==> src/rtl/pcap_pkg.sv <==
package pcap_pkg;

    // Action chosen for one poll
    typedef enum logic [2:0] {
        ACT_HOLD    = 3'd0,
        ACT_UP      = 3'd1,
        ACT_DOWN    = 3'd2,
        ACT_RETRY   = 3'd3,
        ACT_RELEASE = 3'd4
    } act_e;

    // Verdict carried from decision to state update
    typedef struct packed {
        act_e act;
        logic fire;   // a request strobe must be issued
    } verdict_t;

endpackage

==> src/rtl/pcap_thresh.sv <==
module pcap_thresh #(
    parameter int PW = 12
) (
    input  logic [PW-1:0] cap_value,
    input  logic [PW-1:0] cap_margin,
    input  logic [PW-1:0] band_gap,
    output logic [PW-1:0] thr_hi,
    output logic [PW-1:0] thr_lo
);

    // Subtraction that stops at zero
    function automatic logic [PW-1:0] floor_sub(input logic [PW-1:0] a, input logic [PW-1:0] b);
        return (a > b) ? (a - b) : '0;
    endfunction

    always_comb begin
        thr_hi = floor_sub(cap_value, cap_margin);
        thr_lo = floor_sub(thr_hi, band_gap);
    end

endmodule

==> src/rtl/pcap_decide.sv <==
module pcap_decide
    import pcap_pkg::*;
#(
    parameter int PW        = 12,
    parameter int MAX_LEVEL = 7,
    parameter int LW        = 3
) (
    input  logic          poll,
    input  logic          cap_en,
    input  logic          outstanding,
    input  logic [PW-1:0] pwr_meas,
    input  logic [PW-1:0] thr_hi,
    input  logic [PW-1:0] thr_lo,
    input  logic [LW-1:0] level,
    output verdict_t      verdict
);

    localparam logic [LW-1:0] TOP = LW'(MAX_LEVEL);

    always_comb begin
        verdict = '{act: ACT_HOLD, fire: 1'b0};
        if (poll) begin
            if (!cap_en) begin
                if (level != '0) verdict = '{act: ACT_RELEASE, fire: 1'b1};
            end else if (outstanding) begin
                verdict = '{act: ACT_RETRY, fire: 1'b1};
            end else if (pwr_meas > thr_hi) begin
                if (level != TOP) verdict = '{act: ACT_UP, fire: 1'b1};
            end else if (pwr_meas < thr_lo) begin
                if (level != '0) verdict = '{act: ACT_DOWN, fire: 1'b1};
            end
        end
    end

endmodule

==> src/rtl/pcap_throttle.sv <==
module pcap_throttle
    import pcap_pkg::*;
#(
    parameter int PW        = 12,
    parameter int MAX_LEVEL = 7,
    localparam int LW       = $clog2(MAX_LEVEL + 1)
) (
    input  logic          clk,
    input  logic          rst,
    input  logic          poll,
    input  logic          cap_en,
    input  logic [PW-1:0] pwr_meas,
    input  logic [PW-1:0] cap_value,
    input  logic [PW-1:0] cap_margin,
    input  logic [PW-1:0] band_gap,
    input  logic          act_ack,
    output logic [LW-1:0] thr_level,
    output logic          thr_req
);

    logic [PW-1:0] thr_hi, thr_lo;
    logic          pending;
    logic          outstanding;
    verdict_t      verdict;

    pcap_thresh #(.PW(PW)) u_thresh (
        .cap_value (cap_value),
        .cap_margin(cap_margin),
        .band_gap  (band_gap),
        .thr_hi    (thr_hi),
        .thr_lo    (thr_lo)
    );

    // An acknowledge in the poll cycle itself clears the request in time
    assign outstanding = pending && !act_ack;

    pcap_decide #(.PW(PW), .MAX_LEVEL(MAX_LEVEL), .LW(LW)) u_decide (
        .poll       (poll),
        .cap_en     (cap_en),
        .outstanding(outstanding),
        .pwr_meas   (pwr_meas),
        .thr_hi     (thr_hi),
        .thr_lo     (thr_lo),
        .level      (thr_level),
        .verdict    (verdict)
    );

    always_ff @(posedge clk) begin
        if (rst) begin
            thr_level <= '0;
            thr_req   <= 1'b0;
            pending   <= 1'b0;
        end else begin
            thr_req <= verdict.fire;
            if (act_ack) pending <= 1'b0;
            if (poll && !cap_en) pending <= 1'b0;
            unique case (verdict.act)
                ACT_UP:      begin thr_level <= thr_level + 1'b1; pending <= 1'b1; end
                ACT_DOWN:    begin thr_level <= thr_level - 1'b1; pending <= 1'b1; end
                ACT_RETRY:   pending <= 1'b1;
                ACT_RELEASE: thr_level <= '0;
                default:     ;
            endcase
        end
    end

    // Strobe appears only in the cycle after a poll
    assert_req_after_poll_R9: assert property (@(posedge clk) disable iff (rst)
        thr_req |-> $past(poll));

    // Level moves only together with a request strobe
    assert_move_with_req_R9: assert property (@(posedge clk) disable iff (rst)
        (thr_level != $past(thr_level)) |-> thr_req);

    // Enabled steps are single
    assert_single_step_R3: assert property (@(posedge clk) disable iff (rst)
        ($past(cap_en) && thr_level != $past(thr_level)) |->
        (thr_level == $past(thr_level) + LW'(1) || thr_level == $past(thr_level) - LW'(1)));

    // Level stays in range
    assert_level_range_R6: assert property (@(posedge clk) disable iff (rst)
        thr_level <= LW'(MAX_LEVEL));

    // Unacknowledged request is reissued at the same level
    assert_retry_same_R7: assert property (@(posedge clk) disable iff (rst)
        $past(poll && cap_en && pending && !act_ack) |-> (thr_req && $stable(thr_level)));

    // Disabled poll clears the level
    assert_release_zero_R8: assert property (@(posedge clk) disable iff (rst)
        $past(poll && !cap_en) |-> (thr_level == '0));

endmodule

==> config.mk <==
export PLATFORM = sky130hd
export DESIGN_NAME = pcap_throttle
export DESIGN_NICKNAME = d
export VERILOG_FILES = /design/src/rtl/pcap_pkg.sv /design/src/rtl/pcap_thresh.sv /design/src/rtl/pcap_decide.sv /design/src/rtl/pcap_throttle.sv
export SDC_FILE = /design/constraint.sdc
export NUM_CORES = 1
export LEC_CHECK = 0
export BUFFER_PORTS_ARGS = -buffer_cell sky130_fd_sc_hd__clkbuf_2
export CAP_MARGIN = 0
export CORE_MARGIN = 2
export CORE_UTILIZATION = 59
export DETAILED_ROUTE_END_ITERATION = 10
export PLACE_DENSITY_LB_ADDON = 0.25
export SETUP_SLACK_MARGIN = 0.02
export SLEW_MARGIN = 20
export SYNTH_ARGS = -nofsm -noshare
export SYNTH_HDL_FRONTEND = slang
export SYNTH_SLANG_ARGS = --single-unit
==> constraint.sdc <==
create_clock -name clk -period 17.6 [get_ports clk]
set_input_delay 0.88 -clock clk [delete_from_list [all_inputs] [get_ports clk]]
set_output_delay 0.88 -clock clk [all_outputs]
set_load 0.02 [all_outputs]
Word level (Yosys, flattened, before mapping):

Index checks and enable logic that the tools add are counted.

* mux-type cells: 14
* equal/unequal tests: 5
* bitwise logic cells: 1
* $lt $le $gt $ge: 4
* $add $sub $neg: 4
* reductions and logical operators: 9

Operator list (number)
* $gt A12 B12 Y1: 3
* $mux W12: 2
* $mux W4: 6
* $sub A12 B12 Y12: 2
* $lt A12 B12 Y1: 1
* $pmux W3 S3: 1
* $reduce_bool A3 Y1: 3
* $eq A3 B2 Y1 const B: 2
* $add A3 B1 Y3 const B: 1
* $eq A3 B1 Y1 const B: 1
* $eq A3 B3 Y1 const B: 1
* $mux W1: 3
* $mux W3: 1
* $ne A3 B3 Y1 const B: 1
* $reduce_or A3 Y1: 1
* $sub A3 B1 Y3 const B: 1
* $logic_and A1 B1 Y1: 2
* $logic_not A1 Y1: 2
* $mux W2: 1
* $reduce_or A2 Y1: 1
* $not A1 Y1: 1

* input port bits: 53
* output and inout bits: 4
* flip-flop bits (word level): 5

Logic depth before layout (Yosys ltp):

Gate-level depths: netlist of run 1.

* depth after elaboration: 13
* gate-level depth with buffers: 30

Modules after synthesis:

From an unflattened synthesis of run 1, not the netlist that was laid out.

* cell total of the unflattened synthesis: 349
* area, all modules: 2477.4 um2

By module, submodules not included
* pcap_thresh: cells each 219, area each 1492.7 um2, times used 1
* pcap_decide: cells each 90, area each 643.1 um2, times used 1
* pcap_throttle: cells each 40, area each 341.6 um2, times used 1

Worst setup path before layout of run 1:

OpenSTA, ideal clock, no wires.

* kind: input port to flip-flop
* from: input port cap_value[0]
* to: register thr_level[2]
* path buffers: 1
* library setup time: 0.092 ns
* arrival: 6.572 ns
* path slack: 10.936 ns
* stages: 28
* required time: 17.508 ns
* cells stage by stage: inv_1 > ha_1 > fa_1 > nor2b_1 > o2111ai_1 > a31oi_1 > a221oi_1 > or2_2 > ha_1 > fa_1 > nand2b_1 > a211oi_2 > a211oi_2 > o21bai_1 > o31a_2 > clkbuf_1 > nand3_1 > ha_1 > a21o_1 > a21oi_1 > o32ai_1 > nor4_1 > nand3_2 > or2_1 > fa_1 > xnor2_1 > mux2_2 > o32ai_1

* cells in the longest elaborated chain, start to end: 12
* elaborated cells between the ends (all ways): 18

Ends and longest elaborated chain
* start, declared: line pcap_throttle.sv:13 `input logic [PW-1:0] cap_value,`
* $sub A12 B12 Y12 / $gt A12 B12 Y1 (equally long branches): line pcap_thresh.sv:13 `return (a > b) ? (a - b) : '0;`
* $mux W12 *: line pcap_thresh.sv:13
* $sub A12 B12 Y12 / $gt A12 B12 Y1 (equally long branches): line pcap_thresh.sv:13
* $mux W12: line pcap_thresh.sv:13
* $lt A12 B12 Y1: line pcap_decide.sv:29 `end else if (pwr_meas < thr_lo) begin`
* $mux W4: line pcap_decide.sv:29
* $mux W4 *: line pcap_decide.sv:27 `end else if (pwr_meas > thr_hi) begin`
* $mux W4 *: line pcap_decide.sv:25 `end else if (outstanding) begin`
* $mux W4 *: line pcap_decide.sv:23 `if (!cap_en) begin`
* $mux W4 *: line pcap_decide.sv:22 `if (poll) begin`
* $eq A3 B3 Y1, or another cell as far along: line pcap_throttle.sv:57 `unique case (verdict.act)`
* $pmux W3 S3 / $reduce_bool A3 Y1 (equally long branches)
* end, declared: line pcap_throttle.sv:17 `output logic [LW-1:0] thr_level,`

Mark *: on every way between the ends. The rest lies on a longest branch, timed or not.
A chain may end at the register's enable or synchronous reset.

Worst setup path in the final report of run 1:

Same ends and word-level chain as after synthesis.

==> results.ini, run 1 <==
[layout]
multi_input_area_sq_mm = 0.00183
syn_to_final_growth_pct = 17.0
fin_cells = 390
nets = 448
fin_util_pct = 72.9
diodes = 0
fill_cells = 286
drive_above_1_share_pct = 22.4
register_area_sq_um = 100

[clock_network]
cts_buffers = 3
postCtsSetupBuffers = 0
cts_resized = 0
hold_buffers = 0
cts.htree.levels = 1
clock_sinks = 5
tritoncts = done
clk_latency_ps = 250
cts-root-buf = clkbuf_4
path_clk_slew_ps = 40
clk_path_buf_depth = 2

[die]
dieArea_sq_mm = 0.00404
initial_utilization_pct = 62.3
chipWidth_um = 63.6
ioPinCount = 57
coreArea_sq_mm = 0.00336
std_cell_rows = 21
die_y_um = 63.6

[synth]
seq_area_frac_synth_pct = 4.78
synth_fp_nets = 389
netlist_area_sq_mm = 0.00210
synth_edf_count = 0
ys_seq_elements = 5
synth_cell_types = 51
synthFlopType = dfxtp_1
synth_cells = 286
async_flop_share_pct = 0
ys_warn_count = 0
syn_area_per_cell_sq_um = 7.33

[critical_path]
crit_required_ps = 17760
r2r_cells = 8
r2r_slack_ps = 15170
setup.worst_path.start_class = input port
cp.arrival_ps = 7180
critPathMaxFanout = 12
timing_worst_setup_path_type = in2reg
critPathCaptureType = flip-flop
slowest_stage = nor2_1
r2r_start = thr_level[2]
r2r-end = thr_level[2]
cpPeakStageDelay_ps = 500
cp_common_cell = ha_1

[min_path]
min_path_cells = 2
min_to = thr_level[2]
hold_path_class = reg2reg
hp-start = thr_level[2]

[routing]
vias_per_cell = 5.61
via_count = 2186
drc = 0
drt_first_iter_violations = 104
wl_per_cell_um = 12.5
ant_nets = 0
wl_um = 4860
first_pass_iters = 4

[placed_design]
port-buffer-count = 56
gp_congestion = 0.898
dp_hpwl_um = 4330
place_inst = 386

[run]
cap_violations = 0

[global_routing]
antenna_found_initial = 0
grt_use_total_pct = 24.4
grt_max_degree = 13
grt_pass1_vias = 2048
grt_pass1_wl_um = 8220
grt_overflow = 0

[sta]
tightest_slew_ps = 581
min_period_ps = 7020
post-route-period-util_pct = 39.9
setup_viol = 0
fin_setup_tns_ps = 0
max_freq_mhz = 142
fin_skew_ps = 2.57
hold_viol_final = 0
maxSlewHeadroom_pct = 61.1
drv_slew = 0
rsz0062_at_grt = false

[run_status]
status = completed

[power]
leakagePower_nw = 1.32
vdd_drop_max_uv = 37.3
p_total_mw = 0.129
pwr_density_cell_mw_per_mm2 = 52.5

## logic make-up (layout without fill, tap and decap cells)
logic type                 count (synthesis)  count (layout)  synth area share [%]
AOI/OAI and AO/OA                         69              69                  23.9
xor gates and xnor gates                  17              17                  7.10
adders and majority gates                 50              50                  30.9
buffers and inverters                     44             102                  7.94
DFF                                        5               5                  4.78
muxes                                      3               3                  1.61
and+or+nand+nor                           98              98                  23.8
## cell usage after synthesis (all sizes together) (3+ instances only)
library cell	n	area [sq um]
a211oi	6	55.1
a21o	7	52.6
a21oi	23	119
and3	4	25.0
and4	3	26.3
dfxtp	5	100
fa	3	60.1
ha	47	588
inv	42	158
mux2	3	33.8
nand2	30	113
nand2b	4	25.0
nand3	9	50.1
nand4	7	50.1
nor2	17	63.8
nor2b	5	31.3
nor3	6	30.0
o21a	6	45.0
o21ai	9	45.0
or2	5	31.3
or3	4	26.3
xnor2	13	114
xor2	4	35.0
## flip-flops by register name (all words and copies together), names as in the netlist
register	count
thr_level	3
thr_req	1
pending	1
## critical path: cells and delay by family
family / cells / cell delay, ps
multiplexers: 1 / 340
XOR/XNOR: 1 / 160
AND/OR/NAND/NOR: 7 / 1700
adder cells (fa/ha/maj): 5 / 1530
AO/OA/AOI/OAI: 12 / 2330
buffers and inverters: 3 / 210
## worst max-delay path by stage
stage                       startpoint            to  slack, ps  cells after the start
final                     cap_value[0]  thr_level[2]      10580                     29
after CTS                 cap_value[0]  thr_level[2]      10600                     29
after global routing      cap_value[0]  thr_level[2]       9990                     29
after floorplan           cap_value[0]  thr_level[2]      10940                     28
after detailed placement  cap_value[0]  thr_level[2]      10320                     29
after global placement    cap_value[0]  thr_level[2]      10490                     29
## cell type report
| class | instances | area share, % |
|---|---|---|
| Clock buffer | 4 | 1.07 |
| Tap cell | 46 | 2.35 |
| Timing Repair Buffer | 56 | 11.4 |
| Multi-Input combinational cell | 237 | 74.6 |
| Sequential cell | 5 | 4.08 |
| Inverter | 42 | 6.43 |
## power breakdown
part           total, mW  switching [mW]  internal [mW]
Combinational      0.103          0.0575         0.0452
Sequential        0.0125        0.000447         0.0121
Clock             0.0135         0.00490        0.00858
## metrics by stage
stage,setup slack [ps],hold slack (ps),cell area [sq um]
after detailed placement,10320,531,2420
after global routing,9990,586,2450
after floorplan,10940,587,2100
after CTS,10600,540,2450
after global placement,10490,532,2420
final,10580,544,2450
## cell usage in the layout, fill, tap and decap left out, types with 4 or more instances in the layout
cell | netlist | final
dfxtp_1 | 5 | 5
nand2_1 | 30 | 30
nand4_1 | 6 | 6
a21o_1 | 7 | 7
a21oi_1 | 22 | 22
xor2_1 | 4 | 4
nor2_1 | 17 | 17
ha_1 | 47 | 47
xnor2_1 | 13 | 13
inv_1 | 41 | 41
clkbuf_2 | 0 | 56
o21a_1 | 6 | 6
nand3_1 | 8 | 8
nor2b_1 | 5 | 5
and3_1 | 4 | 4
nand2b_1 | 4 | 4
nor3_1 | 6 | 6
o21ai_0 | 6 | 6
a211oi_1 | 4 | 4
or2_2 | 4 | 4
## per-layer routing
metal | track usage, % | share of wire, % | vias up
met5 | 0 | 0 | -
met4 | 5.16 | 0.72 | 0
met3 | 4.46 | 6.3 | 4
met2 | 43.4 | 49 | 68
met1 | 30.4 | 44 | 980
li1 | - | - | 1134
Note: power is estimated with default switching activity, not from simulation.
==> inputs of run 2 (changes only) <==
Settings changed: ABC_AREA set to 1, CORE_UTILIZATION 59 to 50.
Clock period 17.6 ns to 6.05 ns, I/O delays scaled along.
==> run 2 against run 1 <==
Effect of this change:
- clock power grew to 4.6 times the previous value
- largest power group unchanged
- utilization shrank 12 points
- final cell count increased by 25%
- synthesized cell count rose by 31%
==> results.ini, run 2 <==
[critical_path]
cpPeakStageDelay_ps = 420
cp_common_cell = nand2_2
critPathMaxFanout = 8
startpoint = cap_value[0]
r2r_start = thr_level[2]
r2r_cells = 11
cp.arrival_ps = 5690
slowest_stage = fa_1
timing_worst_setup_path_type = in2reg
critPathCaptureType = flip-flop
r2r_slack_ps = 3860
r2r-end = thr_level[2]
crit_required_ps = 6210
setup.worst_path.start_class = input port

[synth]
ys_seq_elements = 5
syn_area_per_cell_sq_um = 6.09
synth_cells = 374
yosysTopAreaCell = ha_1
ys_warn_count = 0
synth_edf_count = 0
yosysMostFrequentCell = inv_1
seq_area_frac_synth_pct = 4.40
synth_top_area_share_pct = 25.8
synth_fp_nets = 477
async_flop_share_pct = 0
ys_top_cells_by_count = 81 x inv_1, 76 x nand2_1, 47 x ha_1, 38 x a21oi_1, 27 x nor2_1
netlist_area_sq_mm = 0.00228
synthFlopType = dfxtp_1
synth_area_leaders = ha_1 26%, inv_1 13%, nand2_1 13%
synth_cell_types = 34

[placed_design]
pre_cts_ws_ps = 20.9
gp_congestion = 0.864
port-buffer-count = 56
post_dp_cell_area_sq_mm = 0.00262
dp_hpwl_um = 4840

[layout]
nets = 540
drive_above_1_share_pct = 24.1
stdcell_area_sq_mm = 0.00269
largest_reg_flops = 3
layout_commonest_cell = inv_1
syn_to_final_growth_pct = 18.2
largest-register = thr_level
largestRegisters = thr_level x3, pending x1, thr_req x1
diodes = 0
final_cell_mix = 80 x inv_1, 75 x nand2_1, 56 x clkbuf_2

[power]
pwr_density_cell_mw_per_mm2 = 149
p_total_mw = 0.400
vdd_drop_max_uv = 60.7
leakagePower_nw = 1.60

[die]
dieArea_sq_mm = 0.00511
die_y_um = 71.5
initial_utilization_pct = 51.9
ioPinCount = 57
coreArea_sq_mm = 0.00438
std_cell_rows = 24
chipWidth_um = 71.5

[routing]
drc = 0
first_pass_iters = 5
ant_nets = 0
wl_um = 5290
drt_first_iter_violations = 90
wl_per_cell_um = 10.8
vias_per_cell = 4.99
via_count = 2435

[clock_network]
clock_sinks = 5
clk_latency_ps = 230
cts-root-buf = clkbuf_8
cts_buffers = 3
cts.htree.levels = 1
clk_path_buf_depth = 2
tritoncts = done
path_clk_slew_ps = 40

[sta]
hold_viol_final = 0
setup_slack_ps = 518
maxSlewHeadroom_pct = 75.2
drv_slew = 0
rsz0062_at_grt = false
fin_skew_ps = 2.05
post-route-period-util_pct = 91.4
tightest_slew_ps = 370
max_freq_mhz = 181
fin_setup_tns_ps = 0
setup_viol = 0
min_period_ps = 5530

[global_routing]
grt_pass1_vias = 2354
grt_max_degree = 9
grt_pass1_wl_um = 9300
grt_use_total_pct = 21.9
grt_overflow = 0
antenna_found_initial = 0

[min_path]
min_path_cells = 2
hp-start = rst
hold_path_class = in2reg
min_to = thr_level[2]

[run_status]
status = completed

[run]
cap_violations = 0

## run 2: cell types whose count changed in the layout (fill, tap and decap cells not counted), sizes merged, moves of 4 or more
cell    before  now
a211oi       6    2
a21o         7    0
a21oi       23   40
and3         4    0
inv         42   92
nand2       30   80
nand2b       4    0
nand3        9   17
nor2        17   37
nor2b        5    0
nor3         6   10
o21a         6    1
o21ai        9   13
xnor2       13    0
## run 2: worst max-delay path by stage
| stage | endpoint | cells past startpoint |
|---|---|---|
| 2_1_floorplan | thr_level[2] | 38 |
| 3_3_place_gp | thr_level[2] | 39 |
| 3_5_place_dp | thr_level[2] | 39 |
| 4_1_cts | thr_level[2] | 39 |
| 5_1_grt | thr_level[2] | 38 |
| 6_report | thr_level[2] | 38 |
## run 2: logic make-up after synthesis
kind of cell               share of synthesized area [%]
and+or+nand+nor                                     34.1
adders and majority gates                           28.5
DFF                                                 4.40
xor gates and xnor gates                            1.54
AOI/OAI and AO/OA                                   15.6
buffers and inverters                               15.8
## run 2: report_power, final
group	switching [mW]	internal [mW]
clock network	0.0173	0.0453
logic	0.181	0.120
registers	0.00139	0.0352
## run 2: final cells by class
class | instances | area (sq um)
repair buffers | 59 | 303
inverters | 92 | 345
multi-input cells | 276 | 1830
flip-flops and latches | 5 | 100
clock buffers | 4 | 45.0
fillers | 456 | 1690
well taps | 52 | 65.1
## run 2: layer usage
layer  GRT usage (%)  wire length (um)
met5               0                 0
met4            4.61                54
met3           0.844               195
met2            42.1              2660
met1            26.9              2380
## run 2: repair_timing
action / 4_1_cts / 5_1_grt
endpoints found under the setup margin: 0 / 2
buffers inserted: 0 / 1
hold buffers: 0 / 0
gates resized for setup: 0 / 5
## run 2: metrics by stage
step                      hold WS (ps)  std cells  utilization (%)
after detailed placement           535        483             59.8
after CTS                          319        487             60.8
after global routing               330        488             61.4
after global placement             543        483             59.8
final                              325        488             61.4
after floorplan                    372        374                -
## run 2: critical path, delay by kind of cell
kind	cells	cell delay, ps
AO/OA/AOI/OAI	8	1130
buffers and inverters	6	340
XOR/XNOR	1	190
AND/OR/NAND/NOR	17	1840
adder cells (fa/ha/maj)	6	1900
==> inputs of run 3 (changes only) <==
--- a/config.mk
+++ b/config.mk
@@ -8,10 +8,9 @@
 export ABC_AREA = 1
-export BUFFER_PORTS_ARGS = -buffer_cell sky130_fd_sc_hd__clkbuf_2
 export CAP_MARGIN = 0
 export CORE_MARGIN = 2
-export CORE_UTILIZATION = 50
+export CORE_UTILIZATION = 60
 export DETAILED_ROUTE_END_ITERATION = 10
+export DONT_BUFFER_PORTS = 1
 export PLACE_DENSITY_LB_ADDON = 0.25
 export SETUP_SLACK_MARGIN = 0.02
-export SLEW_MARGIN = 20
 export SYNTH_ARGS = -nofsm -noshare
==> constraint.sdc (replaced) <==
create_clock -name clk -period 6.05 [get_ports clk]
set_input_delay 0 -clock clk [delete_from_list [all_inputs] [get_ports clk]]
set_output_delay 0 -clock clk [all_outputs]
set_load 0.02 [all_outputs]
==> run 3 against run 2 <==
Effect of this change:
- worst setup slack worse by 25 ps
- worst hold slack worse by 300 ps
- largest cell class unchanged
- critical path depth unchanged
- die area down 16%
- sequential cell count unchanged
==> results.ini, run 3 (synthesized netlist as in run 2, its figures left out) <==
[run_status]
status = completed

[layout]
final_cell_mix = 81 x inv_1, 75 x nand2_1, 47 x ha_1
fin_cells = 429
multi_input_area_sq_mm = 0.00183
diodes = 0
register_area_sq_um = 100
fill_cells = 339
largest-register = thr_level
syn_to_final_growth_pct = 6.05
drive_above_1_share_pct = 11.5
layout_commonest_cell = inv_1
largest_reg_flops = 3
nets = 485
largestRegisters = thr_level x3, pending x1, thr_req x1

[global_routing]
grt_use_total_pct = 23.0
use_met2_pct = 43.4
grt_pass1_wl_um = 7910
met3_usage_pct = 1.71
grt_overflow = 0
busiest_layer = met2
grt_max_degree = 9
grt_pass1_vias = 2038
antenna_found_initial = 0
use_met1_pct = 27.1

[critical_path]
timing_worst_setup_path_type = in2reg
r2r_start = thr_level[2]
slowest_stage = fa_1
crit_end = thr_level[2]
critPathMaxFanout = 8
r2r_slack_ps = 3640
r2r_cells = 11
startpoint = cap_value[0]
cp.arrival_ps = 5660
r2r-end = thr_level[2]
critPathCaptureType = flip-flop
cpPeakStageDelay_ps = 410
crit_required_ps = 6150
setup.worst_path.start_class = input port

[placed_design]
dp_hpwl_um = 4310
place_inst = 422
gp_congestion = 0.856
pre_cts_ws_ps = 174
port-buffer-count = 0

[sta]
rsz0062_at_grt = false
drv_slew = 0
maxSlewHeadroom_pct = 72.6
max_freq_mhz = 180
min_period_ps = 5560
fin_skew_ps = 2.22
tightest_slew_ps = 407
fin_setup_tns_ps = 0
hold_viol_final = 0
post-route-period-util_pct = 91.8
setup_slack_ps = 493
setup_viol = 0

[routing]
ant_nets = 0
vias_per_cell = 5.21
drc = 0
wl_per_cell_um = 11.2
wl_um = 4820
via_count = 2234
first_pass_iters = 4
drt_first_iter_violations = 91

[clock_network]
clk_latency_ps = 220
cts-root-buf = clkbuf_8
postCtsSetupBuffers = 0
tritoncts = done
cts_buffers = 3
clock_sinks = 5
cts.htree.levels = 1
path_clk_slew_ps = 40
clk_path_buf_depth = 2

[power]
pwr_density_cell_mw_per_mm2 = 156
vdd_drop_max_uv = 68.5
p_total_mw = 0.376
leakagePower_nw = 1.37

[die]
coreArea_sq_mm = 0.00366
initial_utilization_pct = 62.2
dieArea_sq_mm = 0.00430
std_cell_rows = 22
die_y_um = 65.6
chipWidth_um = 65.6
ioPinCount = 57

[min_path]
hold_path_class = in2reg

[run]
cap_violations = 0

-- run 3: how the worst min path moves through the flow --
| stage | slack, ps | start | to | depth (start not counted) |
|---|---|---|---|---|
| floorplan | 70 | rst | thr_level[1] | 1 |
| global placement | 70 | rst | thr_level[2] | 1 |
| detailed placement | 70 | rst | thr_level[2] | 1 |
| CTS | 30 | cap_en | thr_req | 4 |
| global route | 90 | cap_en | thr_req | 4 |
| finish | 30 | cap_en | thr_req | 4 |
-- run 3: per-stage QoR --
step                hold WS [ps]  area (sq um)  utilization, %
finish                      29.5          2410            65.9
global route                85.1          2410            65.9
CTS                         26.2          2400            65.7
detailed placement          72.9          2330            63.6
global placement            71.8          2330            63.6
floorplan                   69.1          2280               -
-- run 3: metal layers --
metal | vias to the layer above | part of all wire [%]
li1 | 1215 | -
met4 | 0 | 1.3
met5 | - | 0
met3 | 6 | 4.8
met2 | 63 | 49
met1 | 950 | 45
-- run 3: critical path, delay by kind of cell --
kind / cells / cell delay (ps)
AO/OA/AOI/OAI: 9 / 1320
XOR/XNOR: 1 / 160
AND/OR/NAND/NOR: 16 / 1820
adder cells (fa/ha/maj): 6 / 1930
buffers and inverters: 6 / 420
-- run 3: layout make-up --
class,instances,area share [%]
Tap cell,48,2.49
Inverter,92,14.3
Timing Repair Buffer,4,1.56
Multi-Input combinational cell,276,75.6
Sequential cell,5,4.15
Clock buffer,4,1.87
-- run 3: report_power, final --
part	internal (mW)	total, mW	leakage [nW]	switching, mW
clock network	0.0453	0.0626	0.0228	0.0173
logic	0.107	0.275	1.31	0.169
registers	0.0352	0.0383	0.0407	0.00317
-- run 3: what timing repair did --
| action | 4_1_cts | 5_1_grt |
|---|---|---|
| resized for setup | 0 | 2 |
| setup endpoints to repair | 0 | 1 |
| hold buffers | 3 | 0 |
| hold endpoints to repair | 5 | 0 |
